**src/rtl/i2cmon_pkg.sv**
```systemverilog
package i2cmon_pkg;

    localparam int BYTE_W     = 8;
    localparam int ADDR_W     = 7;
    localparam int FRAME_BITS = BYTE_W + 1;
    localparam int CNT_W      = $clog2(FRAME_BITS + 1);

    // Events seen on the synchronised bus wires
    typedef struct packed {
        logic sda;
        logic rise;
        logic fall;
        logic start;
        logic stop;
    } line_ev_t;

    // Holding register contents
    typedef struct packed {
        logic [BYTE_W-1:0] data;
        logic              is_addr;
        logic              rw;
        logic              ack;
    } rx_stat_t;

    typedef enum logic [1:0] {
        RX_IDLE,
        RX_ADDR,
        RX_DATA
    } rx_state_t;

    // Clock holding is allowed in normal mode, or in monitor mode with the enable set
    function automatic logic may_hold(input logic mon, input logic hold_en);
        return !mon || hold_en;
    endfunction

    // A transfer is claimed by an own-address hit, or by match-all in monitor mode
    function automatic logic claims(input logic hit, input logic mon, input logic all);
        return hit || (mon && all);
    endfunction

endpackage

```
**src/rtl/i2cmon_sync.sv**
```systemverilog
module i2cmon_sync
    import i2cmon_pkg::*;
#(
    parameter int STAGES = 2
) (
    input  logic     clk,
    input  logic     rst,
    input  logic     scl_i,
    input  logic     sda_i,
    output line_ev_t ev
);

    logic [STAGES-1:0] scl_ff;
    logic [STAGES-1:0] sda_ff;
    logic              scl_d;
    logic              sda_d;
    logic              scl_s;
    logic              sda_s;

    always_ff @(posedge clk) begin
        if (rst) begin
            scl_ff <= '1;
            sda_ff <= '1;
            scl_d  <= 1'b1;
            sda_d  <= 1'b1;
        end else begin
            for (int i = STAGES - 1; i > 0; i--) begin
                scl_ff[i] <= scl_ff[i-1];
                sda_ff[i] <= sda_ff[i-1];
            end
            scl_ff[0] <= scl_i;
            sda_ff[0] <= sda_i;
            scl_d     <= scl_s;
            sda_d     <= sda_s;
        end
    end

    assign scl_s = scl_ff[STAGES-1];
    assign sda_s = sda_ff[STAGES-1];

    always_comb begin
        ev.sda   = sda_s;
        ev.rise  = scl_s && !scl_d;
        ev.fall  = !scl_s && scl_d;
        ev.start = scl_s && scl_d && sda_d && !sda_s;
        ev.stop  = scl_s && scl_d && !sda_d && sda_s;
    end

endmodule

```
**src/rtl/i2cmon_match.sv**
```systemverilog
module i2cmon_match
    import i2cmon_pkg::*;
#(
    parameter int NUM_ADDR = 4
) (
    input  logic [NUM_ADDR*ADDR_W-1:0] own_addr,
    input  logic [NUM_ADDR-1:0]        addr_en,
    input  logic [ADDR_W-1:0]          cand,
    output logic                       hit
);

    logic [NUM_ADDR-1:0] slot_hit;

    generate
        for (genvar g = 0; g < NUM_ADDR; g++) begin : g_slot
            assign slot_hit[g] = addr_en[g] && (own_addr[g*ADDR_W +: ADDR_W] == cand);
        end
    endgenerate

    assign hit = |slot_hit;

endmodule

```
**src/rtl/i2cmon_rx.sv**
```systemverilog
module i2cmon_rx
    import i2cmon_pkg::*;
(
    input  logic              clk,
    input  logic              rst,
    input  line_ev_t          ev,
    input  logic              mon_en,
    input  logic              scl_en,
    input  logic              match_all,
    input  logic              hit,
    input  logic              irq_clr,
    output logic [ADDR_W-1:0] cand,
    output rx_stat_t          stat,
    output logic              irq,
    output logic              stop_evt,
    output logic              sda_o,
    output logic              scl_o
);

    rx_state_t         state;
    logic [CNT_W-1:0]  bitcnt;
    logic [BYTE_W-2:0] shreg;
    logic              claimed;
    logic              ack_want;
    logic              ack_drv;
    logic              post_ack;
    logic              stretch;
    logic              byte_done;
    logic              ack_rise;
    logic              hold_ok;
    logic              active;

    assign cand    = shreg;
    assign hold_ok = may_hold(mon_en, scl_en);

    always_comb begin
        active    = (state != RX_IDLE) && !ev.start && !ev.stop;
        byte_done = active && ev.rise && (bitcnt == CNT_W'(BYTE_W - 1));
        ack_rise  = active && ev.rise && (bitcnt == CNT_W'(BYTE_W));
    end

    always_ff @(posedge clk) begin
        if (rst) begin
            state    <= RX_IDLE;
            bitcnt   <= '0;
            shreg    <= '0;
            stat     <= '0;
            claimed  <= 1'b0;
            ack_want <= 1'b0;
            ack_drv  <= 1'b0;
            post_ack <= 1'b0;
            stretch  <= 1'b0;
            irq      <= 1'b0;
            stop_evt <= 1'b0;
            sda_o    <= 1'b1;
            scl_o    <= 1'b1;
        end else begin
            stop_evt <= 1'b0;
            if (irq_clr) begin
                irq     <= 1'b0;
                stretch <= 1'b0;
            end
            if (ev.start) begin
                state    <= RX_ADDR;
                bitcnt   <= '0;
                claimed  <= 1'b0;
                ack_want <= 1'b0;
                ack_drv  <= 1'b0;
                post_ack <= 1'b0;
            end else if (ev.stop) begin
                state    <= RX_IDLE;
                stop_evt <= 1'b1;
                claimed  <= 1'b0;
                ack_want <= 1'b0;
                ack_drv  <= 1'b0;
                post_ack <= 1'b0;
            end else if (state != RX_IDLE) begin
                if (ack_rise) begin
                    stat.ack <= ev.sda;
                    bitcnt   <= '0;
                    post_ack <= 1'b1;
                end else if (ev.rise) begin
                    shreg  <= {shreg[BYTE_W-3:0], ev.sda};
                    bitcnt <= bitcnt + 1'b1;
                end
                if (byte_done) begin
                    stat.data    <= {shreg, ev.sda};
                    stat.is_addr <= (state == RX_ADDR);
                    if (state == RX_ADDR) begin
                        stat.rw  <= ev.sda;
                        claimed  <= claims(hit, mon_en, match_all);
                        ack_want <= hit && !mon_en;
                        state    <= RX_DATA;
                        if (claims(hit, mon_en, match_all)) irq <= 1'b1;
                    end else begin
                        ack_want <= claimed && !stat.rw && !mon_en;
                        if (claimed) irq <= 1'b1;
                    end
                end
                if (ev.fall) begin
                    ack_drv <= (bitcnt == CNT_W'(BYTE_W)) && ack_want;
                    if (post_ack) begin
                        post_ack <= 1'b0;
                        if (irq && !irq_clr && hold_ok) stretch <= 1'b1;
                    end
                end
            end
            if (!hold_ok) stretch <= 1'b0;
            sda_o <= !(ack_drv && !mon_en);
            scl_o <= !(stretch && hold_ok);
        end
    end

    // Rising edges since the last load of the holding register
    logic [3:0] rise_cnt;
    logic       seen_load;

    always_ff @(posedge clk) begin
        if (rst || ev.start || ev.stop) begin
            rise_cnt  <= '0;
            seen_load <= 1'b0;
        end else if (byte_done) begin
            rise_cnt  <= '0;
            seen_load <= 1'b1;
        end else if (ev.rise && rise_cnt != 4'hF) begin
            rise_cnt <= rise_cnt + 1'b1;
        end
    end


    sda_released_mon_chk: assert property (@(posedge clk) disable iff (rst)
        $past(mon_en) |-> sda_o);


    scl_released_mon_chk: assert property (@(posedge clk) disable iff (rst)
        $past(mon_en && !scl_en) |-> scl_o);


    hold_needs_irq_chk: assert property (@(posedge clk) disable iff (rst)
        !scl_o |-> $past(irq));


    buffer_frame_chk: assert property (@(posedge clk) disable iff (rst)
        (byte_done && seen_load) |-> (rise_cnt >= 4'(FRAME_BITS - 1)));


    stop_pulse_chk: assert property (@(posedge clk) disable iff (rst)
        stop_evt |=> !stop_evt);

endmodule

```
**src/rtl/i2cmon_top.sv**
```systemverilog
module i2cmon_top
    import i2cmon_pkg::*;
#(
    parameter int NUM_ADDR    = 4,
    parameter int SYNC_STAGES = 2
) (
    input  logic                       clk,
    input  logic                       rst,
    input  logic                       scl_i,
    input  logic                       sda_i,
    output logic                       scl_o,
    output logic                       sda_o,
    input  logic                       mon_en,
    input  logic                       scl_en,
    input  logic                       match_all,
    input  logic [NUM_ADDR*ADDR_W-1:0] own_addr,
    input  logic [NUM_ADDR-1:0]        addr_en,
    input  logic                       irq_clr,
    output logic                       irq,
    output logic [BYTE_W-1:0]          rx_data,
    output logic                       rx_is_addr,
    output logic                       rx_rw,
    output logic                       rx_ack,
    output logic                       stop_evt
);

    line_ev_t          ev;
    logic [ADDR_W-1:0] cand;
    logic              hit;
    rx_stat_t          stat;

    i2cmon_sync #(.STAGES(SYNC_STAGES)) u_sync (
        .clk   (clk),
        .rst   (rst),
        .scl_i (scl_i),
        .sda_i (sda_i),
        .ev    (ev)
    );

    i2cmon_match #(.NUM_ADDR(NUM_ADDR)) u_match (
        .own_addr (own_addr),
        .addr_en  (addr_en),
        .cand     (cand),
        .hit      (hit)
    );

    i2cmon_rx u_rx (
        .clk       (clk),
        .rst       (rst),
        .ev        (ev),
        .mon_en    (mon_en),
        .scl_en    (scl_en),
        .match_all (match_all),
        .hit       (hit),
        .irq_clr   (irq_clr),
        .cand      (cand),
        .stat      (stat),
        .irq       (irq),
        .stop_evt  (stop_evt),
        .sda_o     (sda_o),
        .scl_o     (scl_o)
    );

    assign rx_data    = stat.data;
    assign rx_is_addr = stat.is_addr;
    assign rx_rw      = stat.rw;
    assign rx_ack     = stat.ack;

endmodule

```
**config.mk**
```make
export PLATFORM = sky130hd
export DESIGN_NAME = i2cmon_top
export DESIGN_NICKNAME = d
export VERILOG_FILES = /design/src/rtl/i2cmon_pkg.sv /design/src/rtl/i2cmon_sync.sv /design/src/rtl/i2cmon_match.sv /design/src/rtl/i2cmon_rx.sv /design/src/rtl/i2cmon_top.sv
export SDC_FILE = /design/constraint.sdc
export NUM_CORES = 1
export LEC_CHECK = 0
export BUFFER_PORTS_ARGS = -buffer_cell sky130_fd_sc_hd__buf_2
export CAP_MARGIN = 30
export CORE_UTILIZATION = 51
export DETAILED_ROUTE_END_ITERATION = 7
export PLACE_DENSITY = 0.82
export SKIP_CTS_REPAIR_TIMING = 1
export SYNTH_ARGS = -nofsm -noshare
export SYNTH_HDL_FRONTEND = slang
export SYNTH_SLANG_ARGS = --single-unit
```
**constraint.sdc**
```tcl
create_clock -name clk -period 2.6 [get_ports clk]
set_input_delay 0.52 -clock clk [delete_from_list [all_inputs] [get_ports clk]]
set_output_delay 0.52 -clock clk [all_outputs]
set_load 0.01 [all_outputs]
```
==> results.md, run 1 <==
* Ys Warns at 0
* Fin crit share at between 80% and 90%
* Synth Area in Compound Gates at around a tenth
* Nets@finish at 300
* R2R depth at 6
* H-tree Lvls at 2
* Synth Area in Simple Gates at between 20% and 30%
* Placed Area at between 0.002 and 0.0025 mm2
* WL/cell at roughly 12 um
* Initial DRC count at 32
* Critical path class: reg -> reg
* CP max-delay cell: or4_4
* Worst Hold Class: in -> reg
* Flop-to-flop setup slack at roughly 430 ps
* Async SR Flop Fraction at 0%
* Die area at roughly 0.0039 mm2
* Worst slew margin at 56.59%
* Cell Area, Synth at ~0.0018 mm2
* Power density over the cells at 470.1 mW/mm2
* Worst-Skew Late Latency at ~350 ps
* Clk root buf: clkbuf_4
* Post-synth net total at between 200 and 300
* Fillers at 275
* Multiplexer share of the synthesized area at 7.070%
* Synth Area in XOR/XNOR at 13.80%
* Startpoint types: register
* DR pass1 iterations at 5
* Max_cap viols at 0
* Antenna violations before repair at 0
* Reg2Reg Launch Point: u_rx.bitcnt[0]$_SDFFE_PP0P_
* Yosys top cell by area: dfxtp_1
* Vias in the first global route at 1,375
* Global-route wire length before repair at between 5 and 6 mm
* Cells after synthesis at 212
* Share of cells above drive strength 1 at roughly 27%
* Tot GR Track Use at 21.28%
* Synth-to-Final Area Change at 18.56%
* Core ar. at roughly 0.0034 mm2
* Skew final at about 15 ps
* GPL Wtd Cong at approximately 0.76
* Delay-heaviest family, CP: simple AND/OR/NAND/NOR gates
* CP endpoint: u_rx.ack_want$_SDFFE_PP0P_
* CP startpoint: u_rx.bitcnt[0]$_SDFFE_PP0P_
* Worst slew pin tran at between 600 and 700 ps
* CP Capture Type: register
* Most frequent cells in the layout: 54 x buf_2, 39 x dfxtp_1, 29 x xnor2_1
* Worst VDD drop at slightly above 0.0004 V
* Synth top area share at approximately 42%
* CP Data Arrival Time at between 2000 and 2500 ps
* Grt total ovfl at 0
* Largest net degree at the start of global routing at 32
* Clock slew at reported path FFs at ~120 ps
* Post-DP HPWL at between 2 and 3 mm
* Multi-input gate area at 979.7 um2
* Most used DFF post-synth: dfxtp_1
* Largest family of logic cells by synthesized area: simple AND/OR/NAND/NOR gates
* Post-route ant nets at 0
* Ranking of synthesized cells by area: dfxtp_1 42%, xnor2_1 14%, mux2i_1 7.1%
* I/O Buffers at 54
* CTS tree: done
* WL final at about 3.7 mm
* Die height at approximately 62 um
* Pleak at ~0.00090 uW
* Cell variety after synth at 32
* Die X-Extent at between 60 and 70 um
* Final Critical Period at about 2200 ps
* Critical Path RT at 2890 ps
* Vias at between 1,500 and 2,000
* Final hold vios at 0
* Syn_area_per_cell at roughly 8.7 um2
* Reg2reg end: u_rx.ack_want$_SDFFE_PP0P_
* Number of clock sinks at 39
* Max FO, Critical Path at 8
* Cell Rows at 21
* #FFs+latches synth at 39
* Crit path cell chain: ha_1 -> clkinv_1 -> or4_4 -> or3b_1 -> or3_1 -> o22ai_1
* Flip-flop and latch area at between 700 and 800 um2
* Status: completed
* Post-Synth Adder-Cell Area at about 1.4%
* Fmax at ~460 MHz
* IO Pins at 55
* N_diodes at 0
* Post-route DRC at 0
* CTS Buf Count at 5
* Unrepaired setup endpoints after global routing: no
* CTS Buffer Depth at 2
* Register area share after synthesis at approximately 42%
* Final setup viols at 0
* Initial Util at a little over half
* EDFF count, synth at 0
* WP buf/inv at 1
* Setup_tns at 0 ps
* Via/cell ratio at around 5
* Crit-path max cell delay at around 530 ps
* Post-route cell area at around 0.0022 mm2
* Levels on crit path at 6
* Most common cell after layout, fill and taps aside: buf_2
* Slew Limit Fails at 0
==> final cells by class <==
cell class / instances / share of cell area (%)
Timing Repair Buffer: 55 / 12.73
Tap cell: 46 / 2.638
Multi-Input combinational cell: 152 / 44.90
Clock buffer: 6 / 2.351
Inverter: 5 / 0.8601
Sequential cell: 39 / 35.78
Clock inverter: 2 / 0.7454
==> per-stage QoR <==
| stage | utilization (%) | hold WS (ps) | std cells | total power (uW) | setup slack (ps) |
|---|---|---|---|---|---|
| 5_1_grt | 64.38 | 321.3 | 305 | 1071 | 302.1 |
| 2_1_floorplan | - | 357.4 | 212 | 663.0 | 515.9 |
| 6_report | 64.38 | 328.6 | 305 | 1026 | 428.9 |
| 4_1_cts | 64.38 | 315.0 | 305 | 1036 | 430.8 |
| 3_5_place_dp | 62.38 | 375.0 | 297 | 703.6 | 447.7 |
| 3_3_place_gp | 62.38 | 365.8 | 297 | 701.9 | 468.8 |
==> power by group <==
group	switching [uW]	internal, uW	leakage [uW]
Combinational	36.9	45.8	0.000555
Clock	203	133	0.0000345
Sequential	4.73	602	0.000315
Total	245	781	0.000905
==> worst min path at each step <==
stage	startpoint	slack [ps]	end	depth (start not counted)
finish	irq_clr	330	u_rx.stretch$_SDFF_PP0_	2
global route	sda_i	320	u_sync.sda_ff[0]$_SDFF_PP1_	2
CTS	irq_clr	310	u_rx.stretch$_SDFF_PP0_	2
detailed placement	u_rx.ack_drv$_SDFFE_PP0P_	370	u_rx.sda_o$_SDFF_PP1_	1
global placement	u_rx.stretch$_SDFF_PP0_	370	u_rx.scl_o$_SDFF_PP1_	1
floorplan	u_rx.stretch$_SDFF_PP0_	360	u_rx.scl_o$_SDFF_PP1_	1
==> worst reg2reg max path, cell delays in order (launching register included) <==
cell      delay [ps]
dfxtp_1          410
ha_1             170
clkinv_1          70
or4_4            530
or3b_1           480
or3_1            340
o22ai_1          130
==> registers in the layout, indices dropped and copies added (netlist names) <==
| name | count |
|---|---|
| u_rx.ack_drv | 1 |
| u_rx.ack_want | 1 |
| u_rx.bitcnt | 4 |
| u_rx.cand | 7 |
| u_rx.claimed | 1 |
| u_rx.irq | 1 |
| u_rx.post_ack | 1 |
| u_rx.scl_o | 1 |
| u_rx.sda_o | 1 |
| u_rx.stat | 11 |
| u_rx.state | 2 |
| u_rx.stop_evt | 1 |
| u_rx.stretch | 1 |
| u_sync.scl_d | 1 |
| u_sync.scl_ff | 2 |
| u_sync.sda_d | 1 |
| u_sync.sda_ff | 2 |
==> cell usage after synthesis, types with 3 or more instances <==
master	instances
dfxtp_1	39
xnor2_1	29
nor2_1	25
a21oi_1	15
clkbuf_1	15
nand2_1	14
mux2i_1	13
nand4_1	8
o21ai_0	8
or2_2	6
inv_1	4
nand2b_1	4
nand3_1	3
nor2b_1	3
o21bai_1	3
==> per-layer routing <==
layer / track usage [%] / up-vias / share of wire (%)
li1: - / 803 / -
met1: 25.61 / 719 / 46
met2: 35.87 / 45 / 47
met3: 4.141 / 5 / 5.6
met4: 11.11 / 0 / 1.7
met5: 0 / - / 0
==> cell families after synthesis <==
| group | count (synthesis) |
|---|---|
| DFF | 39 |
| AOI/OAI and AO/OA | 33 |
| buffers and inverters | 21 |
| adders and majority gates | 2 |
| and+or+nand+nor | 75 |
| muxes | 13 |
| xor gates and xnor gates | 29 |
(Power assumes the default switching activity.)
==> run 2, diff against run 1 <==
- CORE_UTILIZATION: 51 -> 46
- PLACE_DENSITY: 0.82 -> 0.78
- clock period: 2.6 -> 1.9 ns (I/O delays scaled with it)
==> run 2 against run 1 <==
Net effect: critical path depth down 1; fmax increased by 15%; routed wire length rose by 4.5%; core utilization down 1.3 points; critical path type unchanged; largest power group unchanged.
==> results.md, run 2 (synthesized netlist as in run 1, its figures left out) <==
* CP Data Arrival Time at about 2100 ps
* Fin crit share at 99.64%
* Die height at ~65 um
* Post-DP HPWL at between 2 and 3 mm
* Vias in the first global route at ~1,400
* Sequential share of power at around half
* Register with the most flip-flops: u_rx.stat
* P_int at approximately 1300 uW
* Reg2reg end: u_rx.ack_want$_SDFFE_PP0P_
* Pleak at approximately 0.0010 uW
* IO Pins at between 50 and 60
* Synth-to-Final Area Change at 28.35%
* Worst-Skew Late Latency at around 290 ps
* Sw Share at 21.40%
* Final setup viols at 0
* Global-route wire length before repair at 6.161 mm
* CP Capture Type: register
* Critical path class: reg -> reg
* Final hold vios at 0
* Worst setup margin at approximately 6.8 ps
* Cell Rows at 22
* Gate power share at around 7.5%
* Placed Area at between 0.002 and 0.0025 mm2
* Post-route ant nets at 0
* Routed wl met2 at roughly 1.8 mm
* WL final at around 3.9 mm
* Grt total ovfl at 0
* Max reg flops at 11
* Clk root buf: clkbuf_8
* Post-route DRC at 0
* Number of clock sinks at 39
* Most frequent cells in the layout: 54 x buf_2, 35 x dfxtp_1, 29 x xnor2_1
* Hold endpoint: u_rx.stretch$_SDFF_PP0_
* Initial DRC count at 46
* Critical Path RT at roughly 2100 ps
* Unrepaired setup endpoints after global routing: yes
* Hold wc startpoint: irq_clr
* Hold depth at 2
* CTS Buf Count at 5
* Fmax at approximately 530 MHz
* Finished Layout Cells at roughly 320
* GPL Wtd Cong at between 0.7 and 0.8
* Multi-input gate area at between 0.001 and 0.0015 mm2
* Flop-to-flop setup slack at between 6 and 7 ps
* Max FO, Critical Path at 5
* DR pass1 iterations at 4
* Nets@finish at 314
* Worst slew pin tran at 436.3 ps
* Die area at ~0.0043 mm2
* Dpl ws at -31.22 ps
* Worst slew margin at around 71%
* Worst Hold Class: in -> reg
* Tot GR Track Use at between 10% and 20%
* DR top layer: met4
* CTS Buffer Depth at 2
* Slew Limit Fails at 0
* Initial Util at 49.16%
* I/O Buffers at 54
* Worst VDD drop at about 0.001 V
* H-tree Lvls at 2
* Status: completed
* Switching power at roughly 350 uW
* Die X-Extent at ~65 um
* Post-route cell area at about 0.0024 mm2
* Clock group share of total power at a little over two fifths
* Placed cells at ~310
* Flip-flop and latch area at slightly below 800 um2
* N_diodes at 0
* Power density over the cells at 690.5 mW/mm2
* Reg2Reg Launch Point: u_rx.bitcnt[3]$_SDFFE_PP0P_
* Final Critical Period at 1893 ps
* CTS tree: done
* Share of cells above drive strength 1 at roughly 34%
* Core ar. at ~0.0037 mm2
* R2R depth at 5
* Final Power at approximately 1600 uW
* Met3 Routed Length at 294 um
* Via/cell ratio at about 5
* M1 WL at 1.747 mm
* Setup_tns at 0 ps
* Skew final at 3.634 ps
* Most common cell after layout, fill and taps aside: buf_2
* WL/cell at 12.18 um
* Largest net degree at the start of global routing at 18
* Startpoint types: register
* Max_cap viols at 0
* Vias at between 1,500 and 2,000
* Clock slew at reported path FFs at ~80 ps
* Fillers at roughly 330
* Antenna violations before repair at 0
==> run 2: worst max path at each step <==
stage / to / start / depth (start not counted)
2_1_floorplan: u_rx.ack_want$_SDFFE_PP0P_ / u_rx.bitcnt[3]$_SDFFE_PP0P_ / 6
3_3_place_gp: u_rx.ack_want$_SDFFE_PP0P_ / u_rx.bitcnt[3]$_SDFFE_PP0P_ / 5
3_5_place_dp: u_rx.ack_want$_SDFFE_PP0P_ / u_rx.bitcnt[3]$_SDFFE_PP0P_ / 5
4_1_cts: u_rx.ack_want$_SDFFE_PP0P_ / u_rx.bitcnt[3]$_SDFFE_PP0P_ / 5
5_1_grt: u_rx.ack_want$_SDFFE_PP0P_ / u_rx.bitcnt[3]$_SDFFE_PP0P_ / 5
6_report: u_rx.ack_want$_SDFFE_PP0P_ / u_rx.bitcnt[3]$_SDFFE_PP0P_ / 5
==> run 2: metal layers <==
metal	vias up	GRT usage, %
li1	832	-
met1	715	21.48
met2	57	32.86
met3	9	6.597
met4	0	9.239
met5	-	0
==> run 2: critical path, cell delays in order, from the launching register on <==
cell and delay [ps]:
dfxtp_2 330, nand2b_4 130, or4_4 530, or3b_4 420
or3_1 320, o22ai_1 100
==> run 2: per-stage QoR <==
stage	utilization, %	hold WS (ps)
after floorplan	-	357.4
after global placement	59.79	365.3
after detailed placement	59.79	368.9
after CTS	62.80	237.5
after global routing	63.10	245.3
final	63.10	249.9
==> run 2: power by group through the flow <==
stage	clock (uW)	sequential [uW]	combinational, uW
2_1_floorplan	0	846	61.3
3_3_place_gp	0	847	120
6_report	681	828	122
4_1_cts	706	828	122
3_5_place_dp	0	848	122
5_1_grt	738	829	134
==> run 2: area by class of cell <==
class,count,area share (%)
multi-input cells,152,42.43
flip-flops and latches,39,33.26
repair buffers,69,16.21
clock buffers,5,2.913
well taps,48,2.542
clock inverters,3,1.854
inverters,5,0.7945
==> run 3, diff against run 2 <==
- CTS_BUF_LIST: unset -> sky130_fd_sc_hd__clkbuf_16
==> run 3 against run 2 <==
Net effect: worst hold slack gained 17 ps; core utilization increased by 1.5 points; first-iteration DRC count is 28% lower; critical path depth unchanged; highest routed layer unchanged; via count did not move; sequential cell count unchanged; global-route usage is 0.073 points lower; non-clock buffer count stayed put; sequential power hardly changed; setup slack better by 14 ps; largest power group is now clock; design area grew 2.4%; die area unchanged.
==> results.md, run 3 (synthesized netlist as in run 1, its figures left out) <==
* Finished Layout Cells at 321
* CP startpoint: u_rx.bitcnt[3]$_SDFFE_PP0P_
* Max_cap viols at 0
* Reg2Reg Launch Point: u_rx.bitcnt[3]$_SDFFE_PP0P_
* Largest net degree at the start of global routing at 18
* Initial Util at a little under 50%
* Setup_tns at 0 ps
* Worst Hold Class: in -> reg
* Fin crit share at a little over nine tenths
* Crit-path max cell delay at approximately 530 ps
* Delay-heaviest family, CP: simple AND/OR/NAND/NOR gates
* Post-route DRC at 0
* Nets@finish at about 310
* Unrepaired setup endpoints after global routing: yes
* Tot GR Track Use at 19.28%
* Flip-flop and latch area at between 700 and 800 um2
* N_diodes at 0
* Pleak at 0.001026 uW
* Die X-Extent at about 65 um
* Post-route cell area at 0.002419 mm2
* Via/cell ratio at roughly 5
* WP buf/inv at 0
* Die height at 65.26 um
* Fillers at ~320
* Cell Rows at 22
* Worst VDD drop at 0.001319 V
* DR pass1 iterations at 4
* Crit path cell chain: nand2b_4 -> or4_4 -> or3b_4 -> or3_1 -> o22ai_1
* Worst slew pin tran at 437.0 ps
* Global-route wire length before repair at 6.127 mm
* Grt total ovfl at 0
* Post-DP HPWL at roughly 2.9 mm
* Multi-input gate area at between 0.001 and 0.0015 mm2
* Max reg flops at 11
* Skew final at approximately 2.5 ps
* Most common cell after layout, fill and taps aside: buf_2
* Clock slew at reported path FFs at around 60 ps
* Number of clock sinks at 39
* Register with the most flip-flops: u_rx.stat
* Post-route ant nets at 0
* Status: completed
* GPL Wtd Cong at 0.7787
* CP max-delay cell: or4_4
* Startpoint types: register
* Worst slew margin at between 70 and 80%
* CTS tree: done
* WL/cell at 12.09 um
* Final setup viols at 0
* Max FO, Critical Path at 5
* Slew Limit Fails at 0
* CTS Buffer Depth at 2
* Synth-to-Final Area Change at 31.41%
* Critical Path RT at 2110 ps
* Clk root buf: clkbuf_16
* CTS Buf Count at 5
* Critical path class: reg -> reg
* Core ar. at about 0.0037 mm2
* IO Pins at 55
* CP Capture Type: register
* Antenna violations before repair at 0
* Worst-Skew Late Latency at ~280 ps
* Vias at ~1,600
* Die area at about 0.0043 mm2
* CP Data Arrival Time at 2090 ps
* Hold wc startpoint: irq_clr
* Final hold vios at 0
* Share of cells above drive strength 1 at approximately 34%
* Final Critical Period at 1879 ps
* Power density over the cells at ~800 mW/mm2
* Fmax at ~530 MHz
* Vias in the first global route at ~1,400
* Flop-to-flop setup slack at 20 ps
* Placed cells at about 310
* Finished Core Util at between 60 and 70%
* H-tree Lvls at 2
* Initial DRC count at 33
* I/O Buffers at 54
* Placed Area at 0.002238 mm2
* WL final at 3.880 mm
* Most frequent cells in the layout: 54 x buf_2, 35 x dfxtp_1, 29 x xnor2_1
## run 3: worst paths after layout
kind	cells after the start	endpoint
worst max-delay path	5	u_rx.ack_want$_SDFFE_PP0P_
worst min-delay path	2	u_rx.stretch$_SDFF_PP0_
worst max register to register	5	u_rx.ack_want$_SDFFE_PP0P_
worst min register to register	1	u_rx.scl_o$_SDFF_PP1_
## run 3: stage by stage
step / total power, uW / setup slack, ps / hold slack (ps)
3_3_place_gp: 967.7 / 8.562 / 365.3
2_1_floorplan: 907.2 / -36.67 / 357.4
3_5_place_dp: 969.6 / -31.22 / 368.9
6_report: 1884 / 20.94 / 267.2
5_1_grt: 1959 / -29.12 / 270.6
4_1_cts: 1910 / -38.97 / 261.9
## run 3: metal layers
layer / global-route usage (%) / vias to the layer above / wire, um
met5: 0 / - / 0
li1: - / 832 / -
met1: 21.48 / 726 / 1729
met4: 8.967 / 0 / 70
met3: 6.597 / 6 / 280
met2: 32.73 / 49 / 1800
## run 3: area by class of cell
cell class | count | area share [%]
sequential | 39 | 32.49
tap | 48 | 2.483
timing repair buffer | 69 | 15.83
inverter | 5 | 0.7760
clock buffer | 5 | 5.173
clock inverter | 3 | 1.811
multi-input combinational | 152 | 41.44
## run 3: report_power, final
group / internal [uW] / leakage [uW] / switching (uW)
sequential: 825 / 0.000318 / 4.86
combinational: 68.2 / 0.000624 / 53.6
clock: 618 / 0.0000838 / 315
total: 1510 / 0.00103 / 373
## run 3: worst register-to-register path: stages (launching register included)
cell and delay (ps):
dfxtp_2 320, nand2b_4 130, or4_4 530, or3b_4 410, or3_1 320, o22ai_1 100
